`src/rtl/tap_pkg.sv`:
```
package tap_pkg;

    localparam int IR_W = 3;
    localparam int ID_W = 32;

    typedef enum logic [IR_W-1:0] {
        I_EXTEST   = 3'b000,
        I_SAMPLE   = 3'b001,
        I_IDCODE   = 3'b010,
        I_HIGHZ    = 3'b011,
        I_CLAMP    = 3'b100,
        I_SCANTEST = 3'b101,
        I_RUNBIST  = 3'b110,
        I_BYPASS   = 3'b111
    } instr_e;

    typedef enum logic [3:0] {
        TLR, RTI,
        SEL_DR, CAP_DR, SH_DR, EX1_DR, PAU_DR, EX2_DR, UPD_DR,
        SEL_IR, CAP_IR, SH_IR, EX1_IR, PAU_IR, EX2_IR, UPD_IR
    } tap_state_e;

    typedef enum logic [1:0] {
        DR_BYPASS, DR_ID, DR_BIST, DR_BOUND
    } dr_sel_e;

    typedef struct packed {
        logic test_mode;
        logic out_hiz;
        logic bsr_drive;
    } ctl_t;

    localparam logic [IR_W-1:0] IR_CAPTURE = 3'b001;

    function automatic tap_state_e next_state(input tap_state_e s, input logic m);
        tap_state_e n;
        case (s)
            TLR:     n = m ? TLR    : RTI;
            RTI:     n = m ? SEL_DR : RTI;
            SEL_DR:  n = m ? SEL_IR : CAP_DR;
            CAP_DR:  n = m ? EX1_DR : SH_DR;
            SH_DR:   n = m ? EX1_DR : SH_DR;
            EX1_DR:  n = m ? UPD_DR : PAU_DR;
            PAU_DR:  n = m ? EX2_DR : PAU_DR;
            EX2_DR:  n = m ? UPD_DR : SH_DR;
            UPD_DR:  n = m ? SEL_DR : RTI;
            SEL_IR:  n = m ? TLR    : CAP_IR;
            CAP_IR:  n = m ? EX1_IR : SH_IR;
            SH_IR:   n = m ? EX1_IR : SH_IR;
            EX1_IR:  n = m ? UPD_IR : PAU_IR;
            PAU_IR:  n = m ? EX2_IR : PAU_IR;
            EX2_IR:  n = m ? UPD_IR : SH_IR;
            UPD_IR:  n = m ? SEL_DR : RTI;
            default: n = TLR;
        endcase
        return n;
    endfunction

    function automatic dr_sel_e dr_select(input instr_e i);
        dr_sel_e d;
        case (i)
            I_EXTEST, I_SAMPLE: d = DR_BOUND;
            I_IDCODE:           d = DR_ID;
            I_RUNBIST:          d = DR_BIST;
            default:            d = DR_BYPASS;
        endcase
        return d;
    endfunction

    function automatic ctl_t ctl_decode(input instr_e i);
        ctl_t c;
        c.test_mode = (i == I_SCANTEST);
        c.out_hiz   = (i == I_HIGHZ);
        c.bsr_drive = (i == I_EXTEST) || (i == I_CLAMP);
        return c;
    endfunction

    function automatic logic [ID_W-1:0] id_word(input logic [3:0] ver,
                                                input logic [15:0] part,
                                                input logic [10:0] mfr);
        return {ver, part, mfr, 1'b1};
    endfunction

endpackage

```
`src/rtl/tap_fsm.sv`:
```
module tap_fsm
    import tap_pkg::*;
(
    input  logic       tck,
    input  logic       trst,
    input  logic       tms,
    output tap_state_e state
);

    always_ff @(posedge tck) begin
        if (trst) state <= TLR;
        else      state <= next_state(state, tms);
    end

endmodule

```
`src/rtl/tap_ir.sv`:
```
module tap_ir
    import tap_pkg::*;
(
    input  logic       tck,
    input  logic       trst,
    input  logic       tdi,
    input  tap_state_e state,
    output instr_e     ir,
    output logic       ir_lsb,
    output logic       bist_go
);

    logic [IR_W-1:0] ir_sr;

    always_ff @(posedge tck) begin
        if (trst) begin
            ir_sr   <= IR_CAPTURE;
            ir      <= I_IDCODE;
            bist_go <= 1'b0;
        end else begin
            bist_go <= (state == UPD_IR) && (ir_sr == I_RUNBIST);
            case (state)
                TLR:     ir    <= I_IDCODE;
                CAP_IR:  ir_sr <= IR_CAPTURE;
                SH_IR:   ir_sr <= {tdi, ir_sr[IR_W-1:1]};
                UPD_IR:  ir    <= instr_e'(ir_sr);
                default: ;
            endcase
        end
    end

    assign ir_lsb = ir_sr[0];

endmodule

```
`src/rtl/tap_dr.sv`:
```
module tap_dr
    import tap_pkg::*;
#(
    parameter int               BSR_LEN  = 35,
    parameter logic [ID_W-1:0]  ID_VALUE = '0
) (
    input  logic               tck,
    input  logic               trst,
    input  logic               tdi,
    input  tap_state_e         state,
    input  instr_e             ir,
    input  logic [BSR_LEN-1:0] pins_in,
    input  logic               bist_done,
    input  logic               bist_pass,
    output logic               dr_lsb,
    output logic [BSR_LEN-1:0] bsr_out
);

    dr_sel_e            sel;
    logic               byp_q;
    logic               bist_q;
    logic [ID_W-1:0]    id_sr;
    logic [BSR_LEN-1:0] bsr_sr;
    logic [BSR_LEN-1:0] bsr_next;
    logic               upd_ok;

    assign sel    = dr_select(ir);
    assign upd_ok = (ir == I_EXTEST) || (ir == I_SAMPLE);

    generate
        if (BSR_LEN == 1) begin : g_bsr_one
            assign bsr_next = tdi;
        end else begin : g_bsr_many
            assign bsr_next = {tdi, bsr_sr[BSR_LEN-1:1]};
        end
    endgenerate

    always_ff @(posedge tck) begin
        if (trst) begin
            byp_q   <= 1'b0;
            bist_q  <= 1'b0;
            id_sr   <= '0;
            bsr_sr  <= '0;
            bsr_out <= '0;
        end else begin
            if (state == CAP_DR) begin
                case (sel)
                    DR_BYPASS: byp_q  <= 1'b0;
                    DR_ID:     id_sr  <= ID_VALUE;
                    DR_BIST:   bist_q <= bist_done & bist_pass;
                    DR_BOUND:  bsr_sr <= pins_in;
                    default:   ;
                endcase
            end
            if (state == SH_DR) begin
                case (sel)
                    DR_BYPASS: byp_q  <= tdi;
                    DR_ID:     id_sr  <= {tdi, id_sr[ID_W-1:1]};
                    DR_BIST:   bist_q <= tdi;
                    DR_BOUND:  bsr_sr <= bsr_next;
                    default:   ;
                endcase
            end
            if (state == UPD_DR && upd_ok) bsr_out <= bsr_sr;
        end
    end

    always_comb begin
        case (sel)
            DR_ID:    dr_lsb = id_sr[0];
            DR_BIST:  dr_lsb = bist_q;
            DR_BOUND: dr_lsb = bsr_sr[0];
            default:  dr_lsb = byp_q;
        endcase
    end

endmodule

```
`src/rtl/tap_controller.sv`:
```
module tap_controller
    import tap_pkg::*;
#(
    parameter int          BSR_LEN = 35,
    parameter logic [3:0]  ID_VER  = 4'h0,
    parameter logic [15:0] ID_PART = 16'hFC17,
    parameter logic [10:0] ID_MFR  = 11'h00F
) (
    input  logic               tck,
    input  logic               trst,
    input  logic               tms,
    input  logic               tdi,
    output logic               tdo,
    output logic               tdo_oe,
    input  logic [BSR_LEN-1:0] pins_in,
    output logic [BSR_LEN-1:0] bsr_out,
    input  logic               bist_done,
    input  logic               bist_pass,
    output logic               bist_start,
    output logic               test_mode,
    output logic               out_hiz,
    output logic               bsr_drive
);

    localparam logic [ID_W-1:0] ID_VALUE = id_word(ID_VER, ID_PART, ID_MFR);

    tap_state_e st;
    instr_e     ir_q;
    logic       ir_lsb;
    logic       dr_lsb;
    ctl_t       ctl;

    tap_fsm u_fsm (
        .tck   (tck),
        .trst  (trst),
        .tms   (tms),
        .state (st)
    );

    tap_ir u_ir (
        .tck     (tck),
        .trst    (trst),
        .tdi     (tdi),
        .state   (st),
        .ir      (ir_q),
        .ir_lsb  (ir_lsb),
        .bist_go (bist_start)
    );

    tap_dr #(
        .BSR_LEN  (BSR_LEN),
        .ID_VALUE (ID_VALUE)
    ) u_dr (
        .tck       (tck),
        .trst      (trst),
        .tdi       (tdi),
        .state     (st),
        .ir        (ir_q),
        .pins_in   (pins_in),
        .bist_done (bist_done),
        .bist_pass (bist_pass),
        .dr_lsb    (dr_lsb),
        .bsr_out   (bsr_out)
    );

    // serial output launched on the falling edge, half a cycle before capture
    always_ff @(negedge tck) begin
        if (trst) begin
            tdo    <= 1'b0;
            tdo_oe <= 1'b0;
        end else begin
            tdo_oe <= (st == SH_IR) || (st == SH_DR);
            tdo    <= (st == SH_IR) ? ir_lsb : dr_lsb;
        end
    end

    assign ctl       = ctl_decode(ir_q);
    assign test_mode = ctl.test_mode;
    assign out_hiz   = ctl.out_hiz;
    assign bsr_drive = ctl.bsr_drive;

endmodule

```
`config.mk`:
```
export PLATFORM = sky130hd
export DESIGN_NAME = tap_controller
export DESIGN_NICKNAME = d
export VERILOG_FILES = /design/src/rtl/tap_pkg.sv /design/src/rtl/tap_fsm.sv /design/src/rtl/tap_ir.sv /design/src/rtl/tap_dr.sv /design/src/rtl/tap_controller.sv
export SDC_FILE = /design/constraint.sdc
export NUM_CORES = 1
export LEC_CHECK = 0
export BUFFER_PORTS_ARGS = -buffer_cell sky130_fd_sc_hd__clkbuf_2
export CAP_MARGIN = 20
export CORE_UTILIZATION = 40
export DETAILED_ROUTE_END_ITERATION = 16
export PLACE_DENSITY = 0.69
export SLEW_MARGIN = 20
export SYNTH_ARGS = -nofsm -noshare
export SYNTH_HDL_FRONTEND = slang
export SYNTH_SLANG_ARGS = --single-unit
```
`constraint.sdc`:
```
create_clock -name tck -period 2 [get_ports tck]
set_input_delay 0.1 -clock tck [delete_from_list [all_inputs] [get_ports tck]]
set_output_delay 0.1 -clock tck [all_outputs]
set_load 0.03 [all_outputs]
```
# Yosys cells after proc, flatten, opt, wreduce, memory -nomap -nowiden
# Index checks and enable logic that the tools add are counted.
[classes]
n_addsub = 0
mux = 34
bitwise = 1
div_mod_pow = 0
order_cmp = 0
reduce_logical = 14
eq_ne = 25
n_shift = 0
n_mul = 0
[op_table]
columns = ["op", "count"]
rows = [
  ["35-bit two-way mux", 4],
  ["32-bit two-way mux", 4],
  ["4-bit case mux with 12 select lines", 1],
  ["4-bit == test, second input constant", 8],
  ["4-bit by 3-bit == test with 1-bit output, second input constant", 4],
  ["4-bit two-way mux", 4],
  ["3-bit == test, second input constant", 4],
  ["1-bit two-way mux", 12],
  ["3-bit case mux with 2 select lines", 2],
  ["4-bit by 2-bit == test with 1-bit output, second input constant", 2],
  ["3-bit by 2-bit == test with 1-bit output, second input constant", 2],
  ["2-bit two-way mux", 3],
  ["3-bit two-way mux", 2],
  ["2-bit case mux with 3 select lines", 1],
  ["2-bit OR reduction", 3],
  ["2-bit == test, second input constant", 2],
  ["4-bit by 1-bit == test with 1-bit output, second input constant", 1],
  ["4-bit zero test", 1],
  ["2-bit nonzero test", 2],
  ["3-bit by 1-bit == test with 1-bit output, second input constant", 1],
  ["3-bit zero test", 1],
  ["1-bit logical OR", 3],
  ["1-bit case mux with 3 select lines", 1],
  ["3-bit OR reduction", 1],
  ["other kinds (4)", 5],
]
[word_totals]
in_bits = 41
register_bits = 117
mem_bits_rw = 0
output_inout_bits = 41
wordCells = 85
n_memories = 0
latch_bits = 0
romBits = 0

# Depth between registers and ports, before layout
# Gate-level depths: netlist of run 1.
[logic_depth]
depth_word = 8
depth_mapped = 8
depth_no_buf = 4

# Cells and area by module
# From an unflattened synthesis of run 1, not the netlist that was laid out.
[hier_totals]
hier_cells = 586
area_unflattened_um2 = 4780.8
[modules_own_cells]
columns = ["module", "seq_area_each_um2", "n_inst", "cells_per_inst", "area_per_inst_um2"]
rows = [
  ["tap_dr", 2082.0, 1, 505, 4068.9],
  ["tap_fsm", 80.1, 1, 39, 331.6],
  ["tap_ir", 140.1, 1, 28, 271.5],
  ["tap_controller", 40.0, 1, 14, 108.9],
]

==> summary.txt, run 1 <==
Finish
  • Register area: 2350 sq um
  • Area grow syn2layout: 36.6%
  • Antenna fix cells: 0
  • Nets: 724
  • Fillers: 962
  • Layout cell share with drive strength beyond 1: 0.241
  • Area of the multi-input gates: 2060 sq um

Floorplanning
  • # IOs: 82
  • Number of cell rows: 39
  • Die W: 110 microns
  • Chip Height: 110 microns
  • Initial core utilization: 0.409
  • Core area: 11400 sq um
  • Die ar.: 12100 sq um

Setup path
  • Crit-path cells: mux2i_2, nor2_1, a2111oi_2, a21o_1
  • Data arrival time of the critical path: 1480 ps
  • Kind of critical path: flop to flop
  • CP bufs+invs: 0
  • Max stage delay cell, worst path: dfxtp_2
  • Crit path largest cell delay: 350 ps
  • Setup crit end kind: flop
  • Worst Path Required: 1380 ps
  • Delay-heaviest family, CP: compound AO/OA/AOI/OAI gates
  • Critical path peak fanout: 3
  • Startpoint Class: flop

Placed design
  • Post-DP HPWL: 7030 microns
  • Place WS: -289 ps
  • IO Port Bufs: 81
  • Gpl congestion: 0.803

Route
  • Total number of vias: 4475
  • DR vias/cell: 5.33
  • DRC: 0
  • Antenna Nets Post-Route: 0
  • Routed WL: 11700 microns
  • Drt first pass iters: 5
  • Initial DRC count: 313
  • Wire per inst: 14.0 microns

Synth
  • Synth warn: 0
  • Cell variety after synth: 36
  • Post-Synthesis Cell Area: 4650 sq um
  • Number of enable flip-flop cells after synthesis: 0
  • Register area share after synthesis: 0.503
  • FFs w/ async S/R, synth: 0
  • Syn Area/Cell: 8.38 sq um
  • Synth Net Count: 596
  • Yosys reg bits: 117
  • Cell count after synthesis: 555
  • Synth Flop Type: dfxtp_1

STA
  • Worst slew pin tran: 1040 ps
  • RSZ-0062 raised after global routing: true
  • Rel. slew slack: 0.310
  • Fin. Hold Viols: 0
  • Final WS setup: -101 ps
  • Setup Viol. Count Final: 2
  • Post-Route Setup TNS: -121 ps
  • Slew Viols, Final: 0
  • Worst Clk Skew: 24.6 ps

Clocking
  • CTS H-tree depth: 4
  • CTS tree: built
  • Clk_lat worst skew: 430 ps
  • Clk sinks: 117
  • Clock tree buffer depth: 2
  • Clock slew at reported path FFs: 50 ps
  • CTS root buffer: clkbuf_16
  • Total CTS buffers: 17

Power
  • Power Internal: 4650 uW
  • Power density over cell area: 926 nW/um^2
  • P_leak: 0.00250 uW
  • Gate power share: 0.049
  • Peak supply drop: 0.617 mV
  • Switching Fraction: 0.209
  • Sequential share of power: 0.403
  • P_sw: 1230 uW
  • Clock network power share: 0.548

Job
  • Max_cap viols: 0

Min path
  • Worst min path class: primary input to flop

Global route
  • Largest net degree at the start of global routing: 99
  • Grt total ovfl: 0
  • Vias in the first global route: 4057
  • Initial antenna violation count: 0
  • First-pass GRT wire length: 19300 microns
  • Gr usage total: 0.207

Status
  • Failing checks: setup timing
  • Status: complete, but fails checks
-- worst reg2reg max path, cell delays in order (launching register included) --
cell and delay, ps:
dfxtp_2 350, mux2i_2 250, nor2_1 80, a2111oi_2 240, a21o_1 150
-- power groups by stage --
| stage | Combinational (uW) | Clock, uW | Sequential [uW] |
|---|---|---|---|
| 4_1_cts | 279 | 3270 | 2370 |
| 5_1_grt | 311 | 3400 | 2380 |
| 6_report | 288 | 3220 | 2370 |
| 3_3_place_gp | 216 | 9.40 | 2420 |
| 2_1_floorplan | 137 | 9.40 | 2420 |
| 3_5_place_dp | 221 | 9.40 | 2420 |
-- path summary, 6_finish.rpt --
kind                            depth (start not counted)             start  slack (ps)          endpoint
worst max-delay path                                    4        u_ir.ir[1]        -100               tdo
worst min-delay path                                    3               tdi          30        u_dr.byp_q
worst max register to register                          4        u_ir.ir[1]        -100               tdo
worst min register to register                          2  u_dr.bsr_out[10]         450  u_dr.bsr_out[10]
-- cell usage in the layout (no fill, tap or decap), types with 15 or more instances in the layout --
cell           netlist  routed
dfxtp_1            117     111
a22oi_1             18      18
clkbuf_16            0      17
nand2_1            155     154
nor2_1              66      66
o221a_1             15      15
a21oi_1             45      44
clkbuf_2             0      78
buf_4                1      37
dlygate4sd3_1        0      36
a311oi_1            37      37
-- cells in the mapped netlist (all sizes together), types with 2 or more instances --
cell	count	share of area
dfxtp	117	0.50
inv	3	0.0024
a31oi	2	0.0027
a22oi	18	0.029
nand3	5	0.0054
and2	3	0.0046
nor3	3	0.0032
clkbuf	29	0.023
a2111oi	2	0.0038
nor2b	6	0.0081
nor3b	2	0.0032
buf	20	0.031
a21o	2	0.0032
o21ai	9	0.0097
nand2	155	0.13
nor2	66	0.053
nor4b	3	0.0089
a21oi	45	0.048
mux2i	2	0.0043
a311oi	37	0.070
o221a	15	0.036
a211oi	2	0.0032
-- area by class of cell --
type | count | area share
flip-flops and latches | 117 | 0.370
well taps | 143 | 0.0281
inverters | 3 | 0.00177
clock buffers | 19 | 0.0713
multi-input cells | 385 | 0.325
clock inverters | 15 | 0.0291
repair buffers | 157 | 0.175
-- cell families (layout without fill, tap and decap cells) --
group                  count (synthesis)  after routing  synth area share
AO/OA/AOI/OAI                        135            135             0.211
flip-flops                           117            117             0.503
multiplexers                           2              2           0.00430
AND/OR/NAND/NOR                      248            248             0.224
buffers and inverters                 53            194            0.0581
-- layer usage --
metal,vias up,share of wire,GRT usage
met5,-,0,0
met4,0,0.023,0.0962
li1,2187,-,-
met3,21,0.060,0.0551
met2,143,0.48,0.328
met1,2124,0.43,0.261
-- metrics by stage --
step,std cells,instance area [sq um],hold slack [ps],utilization,power [uW]
after detailed placement,766,5290,358,0.466,2650
final,839,6360,25.0,0.559,5890
after floorplan,555,4680,240,-,2570
after CTS,836,6320,8.19,0.556,5920
after global placement,766,5290,356,0.466,2650
after global routing,839,6360,34.2,0.559,6090
-- state kept, by name (all words and copies together) (netlist names) --
register,flops
u_dr.byp_q,1
u_dr.bsr_out,35
tdo_oe,1
u_dr.bist_q,1
u_fsm.state,4
u_dr.id_sr,32
tdo,1
u_ir.ir,3
u_dr.bsr_sr,35
u_ir.ir_sr,3
u_ir.bist_go,1
-- timing repair --
item / CTS / global route
hold buffers: 36 / 0
hold endpoints to repair: 37 / 0
gates resized for setup: 8 / 7
endpoints found under the setup margin: 4 / 25
pin swaps: 2 / 1
setup buffers: 1 / 3
(Power assumes the default switching activity.)
==> run 2: changes to the inputs <==
Settings changed: CELL_PAD_IN_SITES_DETAIL_PLACEMENT set to 0, CELL_PAD_IN_SITES_GLOBAL_PLACEMENT set to 2, CORE_UTILIZATION 40 to 33, PLACE_DENSITY 0.69 to 0.88.
==> run 2 against run 1 <==
Combinational power about the same. Sequential cell count unchanged. Clock skew grew 2.3 ps. Clock-buffer cell count up 1. Critical path depth did not move. Register-to-register slack gained 40 ps. Via count is 4.7% lower. Worst hold slack improved by 16 ps. Non-clock buffer count shrank 7. The run still ends with setup timing left. Cell count increased by 3.6%. Setup slack better by 37 ps.
==> summary.txt, run 2 (synthesis gave the netlist of run 1 again) <==
Finish
  • Area grow syn2layout: 37.2%
  • Most frequent cells in the layout: 154 x nand2_1, 111 x dfxtp_1, 78 x clkbuf_2, 66 x nor2_1, 44 x a21oi_1
  • Antenna fix cells: 0
  • Layout cell share with drive strength beyond 1: 0.232
  • Finished Core Util: 0.462
  • Fillers: 1325
  • Largest regs: u_dr.bsr_out: 35 flops, u_dr.bsr_sr: 35 flops, u_dr.id_sr: 32 flops
  • Register area: 2350 sq um
  • Area of the multi-input gates: 2060 sq um
  • Commonest non-fill, non-tap cell in the layout: nand2_1
  • Nets: 717

Route
  • Routed WL: 11600 microns
  • Wire per inst: 13.4 microns
  • Initial DRC count: 309
  • DRC: 0
  • Antenna Nets Post-Route: 0
  • DR vias/cell: 4.91
  • Drt first pass iters: 4
  • Total number of vias: 4263

Global route
  • Vias in the first global route: 4075
  • Gr usage total: 0.172
  • Grt total ovfl: 0
  • First-pass GRT wire length: 19800 microns
  • Largest net degree at the start of global routing: 93
  • Initial antenna violation count: 0

Setup path
  • Crit path largest cell delay: 350 ps
  • Data arrival time of the critical path: 1430 ps
  • Worst Path Required: 1360 ps
  • Crit-path cells: mux2i_2, nor2_1, a2111oi_2, a21o_1
  • Startpoint Class: flop
  • Critical path peak fanout: 3
  • Delay-heaviest family, CP: compound AO/OA/AOI/OAI gates
  • Setup crit end kind: flop
  • Max stage delay cell, worst path: dfxtp_2
  • Kind of critical path: flop to flop
  • CP bufs+invs: 0

Clocking
  • Clock slew at reported path FFs: 50 ps
  • Clk_lat worst skew: 420 ps
  • CTS root buffer: clkbuf_16
  • Clock tree buffer depth: 2
  • CTS H-tree depth: 4
  • Clk sinks: 117
  • Total CTS buffers: 17
  • CTS tree: built

Floorplanning
  • Initial core utilization: 0.337
  • Core area: 13800 sq um
  • Die W: 121 microns
  • Chip Height: 121 microns
  • Number of cell rows: 43
  • Die ar.: 14600 sq um
  • # IOs: 82

Power
  • P_leak: 0.00247 uW
  • Power density over cell area: 928 nW/um^2
  • Peak supply drop: 0.529 mV

Placed design
  • Place WS: -277 ps
  • Gpl congestion: 0.767
  • Post-DP HPWL: 7170 microns
  • IO Port Bufs: 81

Min path
  • Worst min path class: primary input to flop

STA
  • Post-Route Setup TNS: -75.3 ps
  • Rel. slew slack: 0.354
  • Setup Viol. Count Final: 2
  • Worst Clk Skew: 26.8 ps
  • Fin. Hold Viols: 0
  • RSZ-0062 raised after global routing: true
  • Worst slew pin tran: 968 ps
  • Final WS setup: -64.6 ps
  • Slew Viols, Final: 0

Status
  • Failing checks: setup timing
  • Status: complete, but fails checks

Job
  • Max_cap viols: 0
==> run 2: stage by stage <==
| stage | hold slack, ps | instances | total power [uW] | cell area, sq um |
|---|---|---|---|---|
| after floorplan | 240 | 555 | 2570 | 4680 |
| after global placement | 357 | 798 | 2650 | 5330 |
| after detailed placement | 355 | 798 | 2660 | 5330 |
| after CTS | 28.0 | 867 | 5980 | 6360 |
| after global routing | 51.7 | 869 | 6140 | 6380 |
| final | 41.5 | 869 | 5920 | 6380 |
==> run 2: metal layers <==
layer	vias to the layer above	share of wire	global-route usage
met5	-	0	0
met3	8	0.050	0.0604
met4	0	0.0099	0.0602
met2	75	0.46	0.267
met1	2003	0.48	0.220
li1	2177	-	-
==> run 2: area by class of cell <==
class / count / area share
clock buffers: 20 / 0.0733
clock inverters: 14 / 0.0282
inverters: 3 / 0.00176
multi-input cells: 385 / 0.323
flip-flops and latches: 117 / 0.368
well taps: 180 / 0.0353
repair buffers: 150 / 0.170
==> run 2: worst register-to-register path, stage by stage (launching register included) <==
cell,delay (ps)
dfxtp_2,350
mux2i_2,230
nor2_1,70
a2111oi_2,230
a21o_1,160
==> run 2: where the power goes <==
group,switching [uW],internal [uW]
registers,15.2,2360
clock network,1070,2190
logic,139,146
total,1220,4700
==> run 2: repair_timing <==
item | in CTS | in global routing
buffers inserted | 0 | 2
setup endpoints to repair | 4 | 62
hold endpoints to repair | 36 | 0
pin swaps | 0 | 2
hold buffers | 36 | 0
resized for setup | 11 | 2
==> run 2: worst paths after layout <==
path	from	end	slack (ps)	depth (start not counted)
worst max register to register	u_ir.ir[1]	tdo	-60	4
worst min-delay path	tdi	u_dr.byp_q	40	3
worst max-delay path	u_ir.ir[1]	tdo	-60	4
worst min register to register	u_dr.bsr_out[5]	u_dr.bsr_out[5]	450	2
